### config.mk
export PLATFORM = sky130hd
export DESIGN_NAME = byteswap_pack_buf
export DESIGN_NICKNAME = d
export VERILOG_FILES = /design/src/rtl/bsb_pkg.sv /design/src/rtl/bsb_wr_pack.sv /design/src/rtl/bsb_rd_unpack.sv /design/src/rtl/bsb_seq_port.sv /design/src/rtl/byteswap_pack_buf.sv
export SDC_FILE = /design/constraint.sdc
export NUM_CORES = 1
export LEC_CHECK = 0
export BUFFER_PORTS_ARGS = -buffer_cell sky130_fd_sc_hd__buf_2
export CORE_ASPECT_RATIO = 1.75
export CORE_MARGIN = 1.5
export CORE_UTILIZATION = 56
export DETAILED_ROUTE_END_ITERATION = 12
export PLACE_DENSITY = 0.79
export SYNTH_ARGS = -nofsm -noshare
export SYNTH_HDL_FRONTEND = slang
export SYNTH_SLANG_ARGS = --single-unit
export TNS_END_PERCENT = 30
### constraint.sdc
create_clock -name clk -period 2.86 [get_ports clk]
set_input_delay 0.143 -clock clk [delete_from_list [all_inputs] [get_ports clk]]
set_output_delay 0.143 -clock clk [all_outputs]
set_load 0.05 [all_outputs]
### src/rtl/bsb_pkg.sv
package bsb_pkg;
  typedef enum logic [2:0] {
    OP_IDLE,
    OP_WR_HALF,
    OP_WR_BYTE,
    OP_READ,
    OP_POP,
    OP_PUSH
  } bsb_op_e;
endpackage

### src/rtl/bsb_wr_pack.sv
module bsb_wr_pack #(
  parameter int BYTE_W    = 8,
  parameter int NUM_SLOTS = 4,
  localparam int HALF_W = 2 * BYTE_W,
  localparam int WORD_W = BYTE_W * NUM_SLOTS,
  localparam int CNT_W  = $clog2(NUM_SLOTS + 1)
) (
  input  logic [WORD_W-1:0] word_i,
  input  logic [CNT_W-1:0]  cnt_i,
  input  logic [HALF_W-1:0] data_i,
  input  logic              keep_order_i,
  input  logic              byte_mode_i,
  output logic              ok_o,
  output logic [WORD_W-1:0] word_o,
  output logic [CNT_W-1:0]  cnt_o,
  output logic              over_o
);
  localparam logic [CNT_W-1:0] LIMIT = CNT_W'(NUM_SLOTS - 2);

  // halfword-to-slot mapping; a swap is its own inverse
  function automatic logic [HALF_W-1:0] place_half(input logic [HALF_W-1:0] d,
                                                   input logic keep);
    return keep ? d : {d[BYTE_W-1:0], d[HALF_W-1:BYTE_W]};
  endfunction

  always_comb begin
    ok_o = (cnt_i <= LIMIT);
    if (byte_mode_i) begin
      word_o = {word_i[WORD_W-BYTE_W-1:0], data_i[BYTE_W-1:0]};
      cnt_o  = cnt_i + CNT_W'(1);
    end else begin
      word_o = {word_i[WORD_W-HALF_W-1:0], place_half(data_i, keep_order_i)};
      cnt_o  = cnt_i + CNT_W'(2);
    end
    over_o = (cnt_o > LIMIT);
  end
endmodule

### src/rtl/bsb_rd_unpack.sv
module bsb_rd_unpack #(
  parameter int BYTE_W    = 8,
  parameter int NUM_SLOTS = 4,
  localparam int HALF_W = 2 * BYTE_W,
  localparam int WORD_W = BYTE_W * NUM_SLOTS,
  localparam int CNT_W  = $clog2(NUM_SLOTS + 1)
) (
  input  logic [WORD_W-1:0] word_i,
  input  logic [CNT_W-1:0]  cnt_i,
  input  logic              keep_order_i,
  input  logic              mst_rx_i,
  output logic [HALF_W-1:0] data_o,
  output logic [WORD_W-1:0] word_o,
  output logic [CNT_W-1:0]  cnt_o,
  output logic              single_o,
  output logic              empty_o,
  output logic              ardy_o
);
  function automatic logic [HALF_W-1:0] view_half(input logic [WORD_W-1:0] w,
                                                  input logic keep);
    logic [BYTE_W-1:0] b0, b1;
    b0 = w[BYTE_W-1:0];
    b1 = w[HALF_W-1:BYTE_W];
    return keep ? {b0, b1} : {b1, b0};
  endfunction

  assign data_o = view_half(word_i, keep_order_i);

  always_comb begin
    word_o   = word_i;
    cnt_o    = cnt_i;
    single_o = 1'b0;
    if (cnt_i == CNT_W'(1)) begin
      single_o = 1'b1;
      cnt_o    = '0;
    end else if (cnt_i > CNT_W'(1)) begin
      if (cnt_i > CNT_W'(2)) word_o = word_i >> HALF_W;
      cnt_o = cnt_i - CNT_W'(2);
    end
    empty_o = (cnt_o == '0);
    ardy_o  = empty_o & mst_rx_i;
  end
endmodule

### src/rtl/bsb_seq_port.sv
module bsb_seq_port #(
  parameter int BYTE_W    = 8,
  parameter int NUM_SLOTS = 4,
  localparam int WORD_W = BYTE_W * NUM_SLOTS,
  localparam int CNT_W  = $clog2(NUM_SLOTS + 1)
) (
  input  logic [WORD_W-1:0] word_i,
  input  logic [CNT_W-1:0]  tx_cnt_i,
  input  logic [CNT_W-1:0]  rx_cnt_i,
  input  logic [BYTE_W-1:0] rx_byte_i,
  output logic [BYTE_W-1:0] tx_byte_o,
  output logic              pop_ok_o,
  output logic              push_ok_o,
  output logic [WORD_W-1:0] push_word_o
);
  function automatic logic [BYTE_W-1:0] slot_get(input logic [WORD_W-1:0] w,
                                                 input logic [CNT_W-1:0] idx);
    logic [BYTE_W-1:0] r;
    r = '0;
    for (int s = 0; s < NUM_SLOTS; s++)
      if (int'(idx) == s) r = w[s*BYTE_W +: BYTE_W];
    return r;
  endfunction

  function automatic logic [WORD_W-1:0] slot_put(input logic [WORD_W-1:0] w,
                                                 input logic [CNT_W-1:0] idx,
                                                 input logic [BYTE_W-1:0] b);
    logic [WORD_W-1:0] r;
    r = w;
    for (int s = 0; s < NUM_SLOTS; s++)
      if (int'(idx) == s) r[s*BYTE_W +: BYTE_W] = b;
    return r;
  endfunction

  assign pop_ok_o    = (tx_cnt_i != '0);
  assign push_ok_o   = (rx_cnt_i < CNT_W'(NUM_SLOTS));
  assign tx_byte_o   = pop_ok_o ? slot_get(word_i, tx_cnt_i - CNT_W'(1)) : '0;
  assign push_word_o = slot_put(word_i, rx_cnt_i, rx_byte_i);
endmodule

### src/rtl/byteswap_pack_buf.sv
module byteswap_pack_buf #(
  parameter int BYTE_W    = 8,
  parameter int NUM_SLOTS = 4,
  localparam int HALF_W = 2 * BYTE_W,
  localparam int WORD_W = BYTE_W * NUM_SLOTS,
  localparam int CNT_W  = $clog2(NUM_SLOTS + 1)
) (
  input  logic              clk,
  input  logic              rst_n,
  input  logic              order_keep_i,
  input  logic              mst_rx_i,
  input  logic              wr_half_i,
  input  logic              wr_byte_i,
  input  logic [HALF_W-1:0] wr_data_i,
  input  logic              rd_i,
  output logic [HALF_W-1:0] rd_data_o,
  input  logic              tx_pop_i,
  output logic [BYTE_W-1:0] tx_byte_o,
  output logic [CNT_W-1:0]  tx_count_o,
  input  logic              rx_push_i,
  input  logic [BYTE_W-1:0] rx_byte_i,
  output logic [CNT_W-1:0]  rx_count_o,
  output logic              underflow_clr_o,
  output logic              tx_ready_clr_o,
  output logic              rx_ready_clr_o,
  output logic              overrun_clr_o,
  output logic              single_byte_set_o,
  output logic              access_ready_set_o,
  output logic              master_clr_o,
  output logic              seq_kick_o
);
  import bsb_pkg::*;

  logic [WORD_W-1:0] word_q, word_d;
  logic [CNT_W-1:0]  tx_cnt_q, tx_cnt_d, rx_cnt_q, rx_cnt_d;
  bsb_op_e           op;

  logic              wr_ok, wr_over;
  logic [WORD_W-1:0] wr_word;
  logic [CNT_W-1:0]  wr_cnt;
  logic [WORD_W-1:0] rd_word;
  logic [CNT_W-1:0]  rd_cnt;
  logic              rd_single, rd_empty, rd_ardy;
  logic              pop_ok, push_ok;
  logic [WORD_W-1:0] push_word;

  // named events for the checker
  logic              wr_accepted, rd_applied;

  // fixed priority: one request per cycle
  always_comb begin
    if (wr_half_i)      op = OP_WR_HALF;
    else if (wr_byte_i) op = OP_WR_BYTE;
    else if (rd_i)      op = OP_READ;
    else if (tx_pop_i)  op = OP_POP;
    else if (rx_push_i) op = OP_PUSH;
    else                op = OP_IDLE;
  end

  bsb_wr_pack #(.BYTE_W(BYTE_W), .NUM_SLOTS(NUM_SLOTS)) u_wr (
    .word_i(word_q), .cnt_i(tx_cnt_q), .data_i(wr_data_i),
    .keep_order_i(order_keep_i), .byte_mode_i(op == OP_WR_BYTE),
    .ok_o(wr_ok), .word_o(wr_word), .cnt_o(wr_cnt), .over_o(wr_over)
  );

  bsb_rd_unpack #(.BYTE_W(BYTE_W), .NUM_SLOTS(NUM_SLOTS)) u_rd (
    .word_i(word_q), .cnt_i(rx_cnt_q), .keep_order_i(order_keep_i),
    .mst_rx_i(mst_rx_i), .data_o(rd_data_o), .word_o(rd_word),
    .cnt_o(rd_cnt), .single_o(rd_single), .empty_o(rd_empty), .ardy_o(rd_ardy)
  );

  bsb_seq_port #(.BYTE_W(BYTE_W), .NUM_SLOTS(NUM_SLOTS)) u_seq (
    .word_i(word_q), .tx_cnt_i(tx_cnt_q), .rx_cnt_i(rx_cnt_q),
    .rx_byte_i(rx_byte_i), .tx_byte_o(tx_byte_o), .pop_ok_o(pop_ok),
    .push_ok_o(push_ok), .push_word_o(push_word)
  );

  assign wr_accepted = ((op == OP_WR_HALF) || (op == OP_WR_BYTE)) && wr_ok;
  assign rd_applied  = (op == OP_READ);

  always_comb begin
    word_d   = word_q;
    tx_cnt_d = tx_cnt_q;
    rx_cnt_d = rx_cnt_q;
    unique case (op)
      OP_WR_HALF, OP_WR_BYTE: if (wr_ok) begin
        word_d   = wr_word;
        tx_cnt_d = wr_cnt;
      end
      OP_READ: begin
        word_d   = rd_word;
        rx_cnt_d = rd_cnt;
      end
      OP_POP:  if (pop_ok) tx_cnt_d = tx_cnt_q - CNT_W'(1);
      OP_PUSH: if (push_ok) begin
        word_d   = push_word;
        rx_cnt_d = rx_cnt_q + CNT_W'(1);
      end
      default: ;
    endcase
  end

  always_ff @(posedge clk or negedge rst_n) begin
    if (!rst_n) begin
      word_q   <= '0;
      tx_cnt_q <= '0;
      rx_cnt_q <= '0;
    end else begin
      word_q   <= word_d;
      tx_cnt_q <= tx_cnt_d;
      rx_cnt_q <= rx_cnt_d;
    end
  end

  assign tx_count_o         = tx_cnt_q;
  assign rx_count_o         = rx_cnt_q;
  assign underflow_clr_o    = wr_accepted;
  assign tx_ready_clr_o     = wr_accepted & wr_over;
  assign overrun_clr_o      = rd_applied;
  assign rx_ready_clr_o     = rd_applied & rd_empty;
  assign single_byte_set_o  = rd_applied & rd_single;
  assign access_ready_set_o = rd_applied & rd_ardy;
  assign master_clr_o       = rd_applied & rd_ardy;
  assign seq_kick_o         = wr_accepted | rd_applied;
endmodule

==> flow_summary.json, run 1 <==
{
  "status": "complete, no violations",
  "hpwl_mm": 6.211,
  "maxSlewViolCount": 0,
  "fp.dieW_um": 62.26,
  "synth_top_area_frac": 0.2764,
  "hold-path-endpoint": "word_q[19]",
  "fin_util": 0.6738,
  "syn_inst": 350,
  "syn_nets": 398,
  "cp.required_ns": 2.72,
  "timing.max_cap.violations": 0,
  "yosysMostFrequentCell": "dfrtp_1",
  "use_met3": 0.03253,
  "die_h_um": 106.7,
  "met2_usage": 0.4938,
  "fmax_ghz": 0.3772,
  "critical_path_depth": 8,
  "post_synth_num_cell_types": 50,
  "regToRegSetupSlack_ns": 0.45,
  "dr_total_vias": 2981,
  "hold_path_class": "in -> reg",
  "dieArea_um2": 6642,
  "yosysWarningCount": 0,
  "synth_top_cell_by_area": "dfrtp_1",
  "avgSynthCellArea_um2": 9.831,
  "ir_drop_mv": 0.7190,
  "grt_pass1_wl_mm": 14.52,
  "arrival_ns": 2.51,
  "clk_path_buf_depth": 2,
  "ys_ff_latch": 38,
  "core_region_area_um2": 5926,
  "netlist_area_um2": 3441,
  "synth-edff-count": 0,
  "routedWlPerCell_um": 18.21,
  "layout.nets": 458,
  "grt_pass1_vias": 2994,
  "synth_async_sr_flop_share": 1.000,
  "finalHoldViolCount": 0,
  "worstSetupPathType": "reg -> out",
  "ys.flop_type": "dfrtp_1",
  "synth_commonest_cells": "38 x dfrtp_1, 32 x mux2_4, 32 x mux2i_1",
  "groute.usage.overall": 0.2745,
  "reg2reg_from": "rx_count_o[1]",
  "reg2reg_to": "word_q[4]",
  "antenna_found_initial": 0,
  "hp-start": "rx_byte_i[3]",
  "critical_path.top_delay_family": "flip-flops",
  "pre_cts_ws_ns": 0.4994,
  "layout_min_cycle_time_ns": 2.651,
  "yosysSeqAreaShare": 0.2764,
  "critical_path_buf_inv_count": 2,
  "max_slew_margin": 0.4090,
  "postRouteAntennaNets": 0,
  "p_per_area_nw_per_um2": 1298,
  "via_per_inst": 6.096,
  "cp_max_fo": 8,
  "gp_congestion": 0.8618,
  "r2r_cells": 7,
  "cp_cell_sequence": "inv_1, ha_1, xnor2_1, and3b_2, a22oi_1, a21oi_1, a21o_1, buf_2",
  "dr.pass1.iters": 5,
  "hold_path_depth": 4,
  "cts_sinks": 38,
  "cts_tree": "yes",
  "io_pins": 71,
  "p_int_w": 0.002467,
  "grt_max_degree": 39,
  "grt.busiest_layer": "met2",
  "slowest_stage": "dfrtp_1",
  "p_sw_w": 0.002716,
  "clk_latency_ns": 0.31,
  "leakagePower_nw": 1.936,
  "clkPwrFrac": 0.114,
  "cts_buffers": 5,
  "drive_above_1_share": 0.3674,
  "finalWorstSetupSlack_ns": 0.2090,
  "power_frac_seq": 0.234,
  "diodes": 0,
  "max_stage_delay_ns": 0.49,
  "fin_skew_ns": 0.007428,
  "placementRows": 37,
  "cts_max_level": 2,
  "synthTopCellsByArea": "dfrtp_1 28%, mux2_4 14%, mux2i_1 9.3%, ha_1 5.5%, mux2_2 5.2%",
  "drc_errors": 0,
  "swShare": 0.5241,
  "path_clk_slew_ns": 0.08,
  "rsz0062_at_grt": "no",
  "totalWireLength_mm": 8.904,
  "fin_tns_setup_ns": 0,
  "end_kind": "output pin",
  "initial_utilization": 0.5807,
  "grt.overflow.total": 0,
  "use_met1": 0.3173,
  "drt-initial-drc-count": 251,
  "tightest_slew_ns": 0.8865,
  "port_buffers": 70,
  "cp-start-kind": "register",
  "clockRootBuffer": "clkbuf_8",
  "setup_viol": 0,
  "finalCritPeriodShare": 0.9269,
  "p_comb_frac": 0.652,
  "area_growth_pct": 16.04
}
[logic make-up after synthesis]
group | count (synthesis) | synth area share
adder cells (fa/ha/maj) | 15 | 0.05455
AND/OR/NAND/NOR | 68 | 0.09964
multiplexers | 80 | 0.2851
XOR/XNOR | 3 | 0.007638
buffers and inverters | 33 | 0.04727
AO/OA/AOI/OAI | 113 | 0.2295
flip-flops | 38 | 0.2764
[sequential cells by signal, summed over array words and instances, names as in the netlist]
register and count:
rx_count_o 3, tx_count_o 3, word_q 32
[cell usage in the layout, fill, tap and decap left out, types with 3 or more instances in the layout]
| cell type | synthesis | layout |
|---|---|---|
| a211oi_1 | 4 | 4 |
| nor2_1 | 13 | 13 |
| mux2i_1 | 32 | 32 |
| o211ai_1 | 18 | 18 |
| inv_1 | 9 | 9 |
| buf_2 | 7 | 70 |
| mux2_2 | 16 | 16 |
| nand2_1 | 30 | 29 |
| nor2b_1 | 4 | 3 |
| mux2_4 | 32 | 32 |
| and2_1 | 6 | 4 |
| nand2b_1 | 3 | 3 |
| clkbuf_8 | 0 | 6 |
| a21o_1 | 9 | 9 |
| a22oi_1 | 8 | 8 |
| o21ai_4 | 4 | 4 |
| a31oi_1 | 3 | 3 |
| a21oi_1 | 22 | 22 |
| ha_1 | 15 | 15 |
| dfrtp_1 | 38 | 36 |
| o21ai_0 | 30 | 30 |
| buf_4 | 4 | 3 |
[worst max-delay path by stage]
stage	from	to	slack, ns
2_1_floorplan	rx_count_o[2]	master_clr_o	0.004
3_3_place_gp	tx_count_o[1]	tx_byte_o[2]	0.55
3_5_place_dp	rx_count_o[1]	word_q[6]	0.50
4_1_cts	tx_count_o[1]	tx_byte_o[2]	0.16
5_1_grt	tx_count_o[0]	tx_byte_o[7]	0.06
6_report	tx_count_o[1]	tx_byte_o[2]	0.21
[area by class of cell]
class | count | area, µm²
multi-input cells | 279 | 2355
clock inverters | 2 | 60.06
clock buffers | 6 | 82.58
flip-flops and latches | 38 | 953.4
fillers | 513 | 1933
repair buffers | 75 | 402.9
inverters | 11 | 41.29
well taps | 78 | 97.59
[power by group through the flow]
stage	clock [W]	combinational, W	sequential (W)
floorplan	0	0.00267	0.00122
global placement	0	0.00329	0.00120
detailed placement	0	0.00335	0.00121
CTS	0.000594	0.00337	0.00120
global route	0.000609	0.00359	0.00126
finish	0.000591	0.00338	0.00121
[worst register-to-register path, cell delays in order, from the launching register on]
cell,delay (ns)
dfrtp_2,0.47
inv_1,0.15
ha_1,0.25
and2b_1,0.23
o22ai_1,0.10
a31o_4,0.30
o21ai_4,0.45
mux2_4,0.35
[per-layer routing]
| layer | vias up | wire length [µm] | part of all wire |
|---|---|---|---|
| met1 | 1451 | 3514 | 0.39 |
| li1 | 1411 | - | - |
| met5 | - | 0 | 0 |
| met2 | 95 | 4756 | 0.53 |
| met4 | 0 | 267 | 0.030 |
| met3 | 24 | 365 | 0.041 |
[stage by stage]
stage               instance area [µm²]  cells  power, W  hold slack (ns)
floorplan                          3466    350  0.003885          -0.1526
finish                             3993    489  0.005183           0.2406
global placement                   3835    480  0.004488           0.3016
detailed placement                 3835    480  0.004553           0.3065
CTS                                3988    489  0.005166           0.2457
global route                       3993    489  0.005451           0.2658
[repair_timing]
item | 4_1_cts | 5_1_grt
gates resized for setup | 0 | 3
setup endpoints to repair | 0 | 6
hold buffers | 1 | 0
hold endpoints to repair | 38 | 0
buffers inserted | 0 | 0
Power figures use the tool's default switching activity.
==> run 2: changes to the inputs <==
Settings changed: SETUP_SLACK_MARGIN from default to 0.02.
Clock period 2.86 ns to 2.9 ns, I/O delays scaled along.
==> run 2 against run 1 <==
Net effect: total power shrank 5.0%; flip-flop and latch count is the same; largest cell class unchanged; critical path type unchanged; combinational power shrank 1%.
==> flow_summary.json, run 2 (synthesized netlist as in run 1, its figures left out) <==
{
  "status": "complete, no violations",
  "maxSlewViolCount": 0,
  "grt_pass1_wl_mm": 14.34,
  "grt_pass1_vias": 2895,
  "fmax_ghz": 0.3731,
  "pre_cts_ws_ns": 0.5320,
  "regArea_um2": 953.4,
  "dr.pass1.iters": 4,
  "diodes": 0,
  "io_pins": 71,
  "totalWireLength_mm": 9.004,
  "routedWlPerCell_um": 18.41,
  "core_region_area_um2": 5926,
  "cts_sinks": 38,
  "fin_tns_setup_ns": 0,
  "die_h_um": 106.7,
  "dpl.cell_count": 480,
  "fin_skew_ns": 0.009243,
  "hold-path-endpoint": "word_q[31]",
  "antenna_found_initial": 0,
  "drt-initial-drc-count": 224,
  "hold_path_depth": 4,
  "dieArea_um2": 6642,
  "cp_max_fo": 8,
  "path_clk_slew_ns": 0.07,
  "final_common_cell": "buf_2",
  "grt.overflow.total": 0,
  "holdWs_ns": 0.2636,
  "fin_cells": 489,
  "reg2reg_from": "rx_count_o[2]",
  "final_cell_mix": "70 x buf_2, 36 x dfrtp_1, 32 x mux2i_1, 32 x mux2_4, 30 x o21ai_0",
  "placementRows": 37,
  "regMostFlops": "word_q",
  "hp-start": "rx_byte_i[7]",
  "setup_viol": 0,
  "multi_input_area_um2": 2355,
  "fillers": 522,
  "tightest_slew_ns": 0.8910,
  "gp_congestion": 0.8764,
  "arrival_ns": 2.54,
  "p_per_area_nw_per_um2": 1253,
  "fp.dieW_um": 62.26,
  "via_per_inst": 6.176,
  "cts_max_level": 2,
  "clk_path_buf_depth": 2,
  "timing.max_cap.violations": 0,
  "finalCritPeriodShare": 0.9242,
  "dr_total_vias": 3020,
  "r2r_cells": 7,
  "ir_drop_mv": 0.7205,
  "drc_errors": 0,
  "initial_utilization": 0.5807,
  "hpwl_mm": 6.403,
  "clockRootBuffer": "clkbuf_8",
  "layout.nets": 458,
  "layout_min_cycle_time_ns": 2.680,
  "largest_register_ffs": 32,
  "finalHoldViolCount": 0,
  "finalWorstSetupSlack_ns": 0.2198,
  "max_slew_margin": 0.4060,
  "leakagePower_nw": 1.909,
  "postRouteAntennaNets": 0,
  "regToRegSetupSlack_ns": 0.50,
  "grt_max_degree": 39,
  "clk_latency_ns": 0.30,
  "worstSetupPathType": "reg -> out",
  "reg2reg_to": "word_q[7]",
  "hold_path_class": "in -> reg",
  "drive_above_1_share": 0.3650,
  "port_buffers": 70,
  "cts_buffers": 5,
  "groute.usage.overall": 0.2724,
  "cp-start-kind": "register",
  "cp.required_ns": 2.76,
  "fin_util": 0.6630,
  "cts_tree": "yes",
  "area_growth_pct": 14.18,
  "end_kind": "output pin",
  "rsz0062_at_grt": "no"
}
==> run 2: changes by cell type in the layout (fill, tap and decap cells not counted), sizes merged <==
| cell | before | now |
|---|---|---|
| bufinv | 2 | 0 |
| clkbuf | 6 | 7 |
| clkinv | 0 | 1 |
==> run 2: layout make-up <==
type,count,area share
well taps,78,0.02484
multi-input cells,279,0.5994
flip-flops and latches,38,0.2427
inverters,11,0.01051
repair buffers,75,0.09936
clock inverters,1,0.001274
clock buffers,7,0.02197
==> run 2: how the worst max path moves through the flow <==
| stage | start | end | cells past startpoint |
|---|---|---|---|
| 5_1_grt | tx_count_o[1] | tx_byte_o[5] | 8 |
| 2_1_floorplan | rx_count_o[2] | master_clr_o | 9 |
| 3_3_place_gp | tx_count_o[1] | tx_byte_o[2] | 8 |
| 4_1_cts | tx_count_o[1] | tx_byte_o[5] | 8 |
| 3_5_place_dp | tx_count_o[1] | tx_byte_o[5] | 8 |
| 6_report | tx_count_o[1] | tx_byte_o[1] | 8 |
==> run 2: repair_timing <==
item | in CTS | in global routing
gates resized for setup | 0 | 3
endpoints found under the setup margin | 0 | 8
setup buffers | 0 | 0
hold buffers | 1 | 0
hold endpoints to repair | 16 | 0
==> run 2: worst max-delay path, cell delays in order, from the launching register on <==
cell and delay, ns:
dfrtp_1 0.49, inv_1 0.15, ha_1 0.26, xnor2_1 0.28
and3b_2 0.37, a22oi_1 0.10, a21oi_1 0.18, a21o_1 0.13
buf_2 0.26
==> run 2: report_power, final <==
part	internal, W	switching [W]
Sequential	0.000798	0.000396
Combinational	0.00127	0.00207
Clock	0.000192	0.000201
Total	0.00226	0.00266
==> run 2: routing by layer <==
layer / vias to the layer above / track usage / part of all wire
li1: 1413 / - / -
met1: 1475 / 0.3250 / 0.40
met2: 106 / 0.4946 / 0.53
met3: 26 / 0.03568 / 0.043
met4: 0 / 0.1048 / 0.028
met5: - / 0 / 0
==> run 2: per-stage QoR <==
step | total power, W | cell area [µm²]
2_1_floorplan | 0.003832 | 3466
3_3_place_gp | 0.004426 | 3822
3_5_place_dp | 0.004500 | 3822
4_1_cts | 0.004909 | 3924
5_1_grt | 0.005196 | 3929
6_report | 0.004921 | 3929
==> run 3: changes to the inputs <==
Settings changed: CORE_UTILIZATION 56 to 25, PLACE_DENSITY 0.79 to 0.41.
Clock period 2.9 ns to 2.6 ns, I/O delays scaled along.
==> run 3 against run 2 <==
Net effect: the flow now finishes with violations (negative hold slack); die area is 120% higher; sequential share of layout area fell by 2.1 points; cell count rose by 22%; sequential power is 11% higher; non-clock buffer count rose by 11; clock skew fell by 0.0028 ns.
==> flow_summary.json, run 3 (synthesized netlist as in run 1, its figures left out) <==
{
  "core_region_area_um2": 13450,
  "antenna_found_initial": 0,
  "cts_tree": "yes",
  "use_met1": 0.1724,
  "regToRegSetupSlack_ns": 0.39,
  "fillers": 1441,
  "cts_max_level": 2,
  "finalCritPeriodShare": 0.9331,
  "diodes": 0,
  "area_growth_pct": 25.09,
  "drc_errors": 0,
  "groute.usage.overall": 0.1595,
  "initial_utilization": 0.2558,
  "worstSetupPathType": "reg -> out",
  "regMostFlops": "word_q",
  "totalWireLength_mm": 10.99,
  "cts_sinks": 38,
  "holdWs_ns": -0.01814,
  "hpwl_mm": 8.227,
  "grt.busiest_layer": "met2",
  "post_cts_buffers": 0,
  "hold_path_class": "in -> async",
  "pre_cts_ws_ns": 0.2294,
  "arrival_ns": 2.30,
  "final_cell_mix": "65 x buf_2, 34 x dfrtp_1, 32 x mux2i_1, 32 x mux2_4, 30 x o21ai_0",
  "violations": "negative hold slack",
  "die_h_um": 158.2,
  "port_buffers": 70,
  "met2_usage": 0.3070,
  "via_per_inst": 4.998,
  "reg2reg_from": "rx_count_o[1]",
  "cp.required_ns": 2.47,
  "end_kind": "output pin",
  "cp_max_fo": 8,
  "cp-start-kind": "register",
  "path_clk_slew_ns": 0.07,
  "clk_latency_ns": 0.29,
  "slowest_stage": "dfrtp_2",
  "dieArea_um2": 14500,
  "maxSlewViolCount": 0,
  "tightest_slew_ns": 0.9571,
  "gp_congestion": 0.8109,
  "reg2reg_to": "word_q[15]",
  "grt_max_degree": 39,
  "grt.overflow.total": 0,
  "postRouteAntennaNets": 0,
  "final_common_cell": "buf_2",
  "leakagePower_nw": 2.003,
  "max_slew_margin": 0.3619,
  "p_per_area_nw_per_um2": 1419,
  "status": "finished with violations",
  "clk_path_buf_depth": 2,
  "timing.max_cap.violations": 0,
  "drive_above_1_share": 0.4171,
  "dr_total_vias": 2979,
  "fp.dieW_um": 91.69,
  "routedWlPerCell_um": 18.44,
  "clockRootBuffer": "clkbuf_16",
  "ir_drop_mv": 0.5094,
  "drt-initial-drc-count": 117,
  "fmax_ghz": 0.4122,
  "finalHoldViolCount": 16,
  "r2r_cells": 8,
  "cts_buffers": 5,
  "grt_pass1_vias": 3226,
  "grt_pass1_wl_mm": 17.55,
  "layout_min_cycle_time_ns": 2.426,
  "rsz0062_at_grt": "no",
  "use_met3": 0.02065,
  "largest_register_ffs": 32,
  "fin_util": 0.3199,
  "cp_cell_sequence": "inv_1, ha_2, xnor2_2, and3b_2, a22oi_1, a21oi_1, a21o_1, buf_2",
  "finalWorstSetupSlack_ns": 0.1740,
  "max_stage_delay_ns": 0.47,
  "dr.pass1.iters": 4,
  "io_pins": 71,
  "layout.nets": 469,
  "fin_skew_ns": 0.006447,
  "setup_viol": 0,
  "placementRows": 56
}
==> run 3: worst max-delay path: cells and delay by family (launching register included) <==
family                   cells  cell delay (ns)
AND/OR/NAND/NOR              1             0.34
AO/OA/AOI/OAI                3             0.37
flip-flops                   1             0.47
adder cells (fa/ha/maj)      1             0.25
XOR/XNOR                     1             0.14
buffers and inverters        2             0.42
==> run 3: what timing repair did <==
action | in CTS | in global routing
endpoints found under the setup margin | 8 | 8
pin swaps | 0 | 1
hold buffers | 0 | 0
gates resized for setup | 4 | 8
==> run 3: metal layers <==
layer | up-vias | share of wire
li1 | 1431 | -
met1 | 1460 | 0.39
met2 | 73 | 0.56
met3 | 15 | 0.029
met4 | 0 | 0.023
met5 | - | 0
==> run 3: power breakdown <==
| group | internal (W) | switching [W] | leakage, nW | total (W) |
|---|---|---|---|---|
| sequential | 0.000894 | 0.000426 | 0.458 | 0.00132 |
| clock | 0.000450 | 0.000285 | 0.0836 | 0.000735 |
| combinational | 0.00161 | 0.00245 | 1.46 | 0.00405 |
==> run 3: area by class of cell <==
class	instances	area [µm²]	share of cell area
clock buffer	5	125.1	0.02907
clock inverter	3	40.04	0.009302
inverter	11	46.29	0.01076
multi-input combinational	279	2424	0.5631
sequential	38	955.9	0.2221
tap	174	217.7	0.05058
timing repair buffer	86	495.5	0.1151
==> run 3: stage by stage <==
step                      setup TNS, ns  total power (W)  std cells  area, µm²
final                                 0         0.006107        596       4304
after global routing                  0         0.006507        596       4304
after CTS                             0         0.006122        596       4280
after detailed placement              0         0.005357        588       4109
after global placement                0         0.005333        588       4109
after floorplan                -0.08588         0.004385        350       3535
==> run 3: how the worst max path moves through the flow <==
stage | from | slack [ns] | end
floorplan | rx_count_o[2] | -0.09 | master_clr_o
global placement | tx_count_o[1] | 0.27 | tx_byte_o[0]
detailed placement | tx_count_o[1] | 0.23 | tx_byte_o[1]
CTS | tx_count_o[0] | 0.04 | tx_byte_o[1]
global route | tx_count_o[1] | 0.03 | tx_byte_o[7]
finish | tx_count_o[1] | 0.17 | tx_byte_o[3]
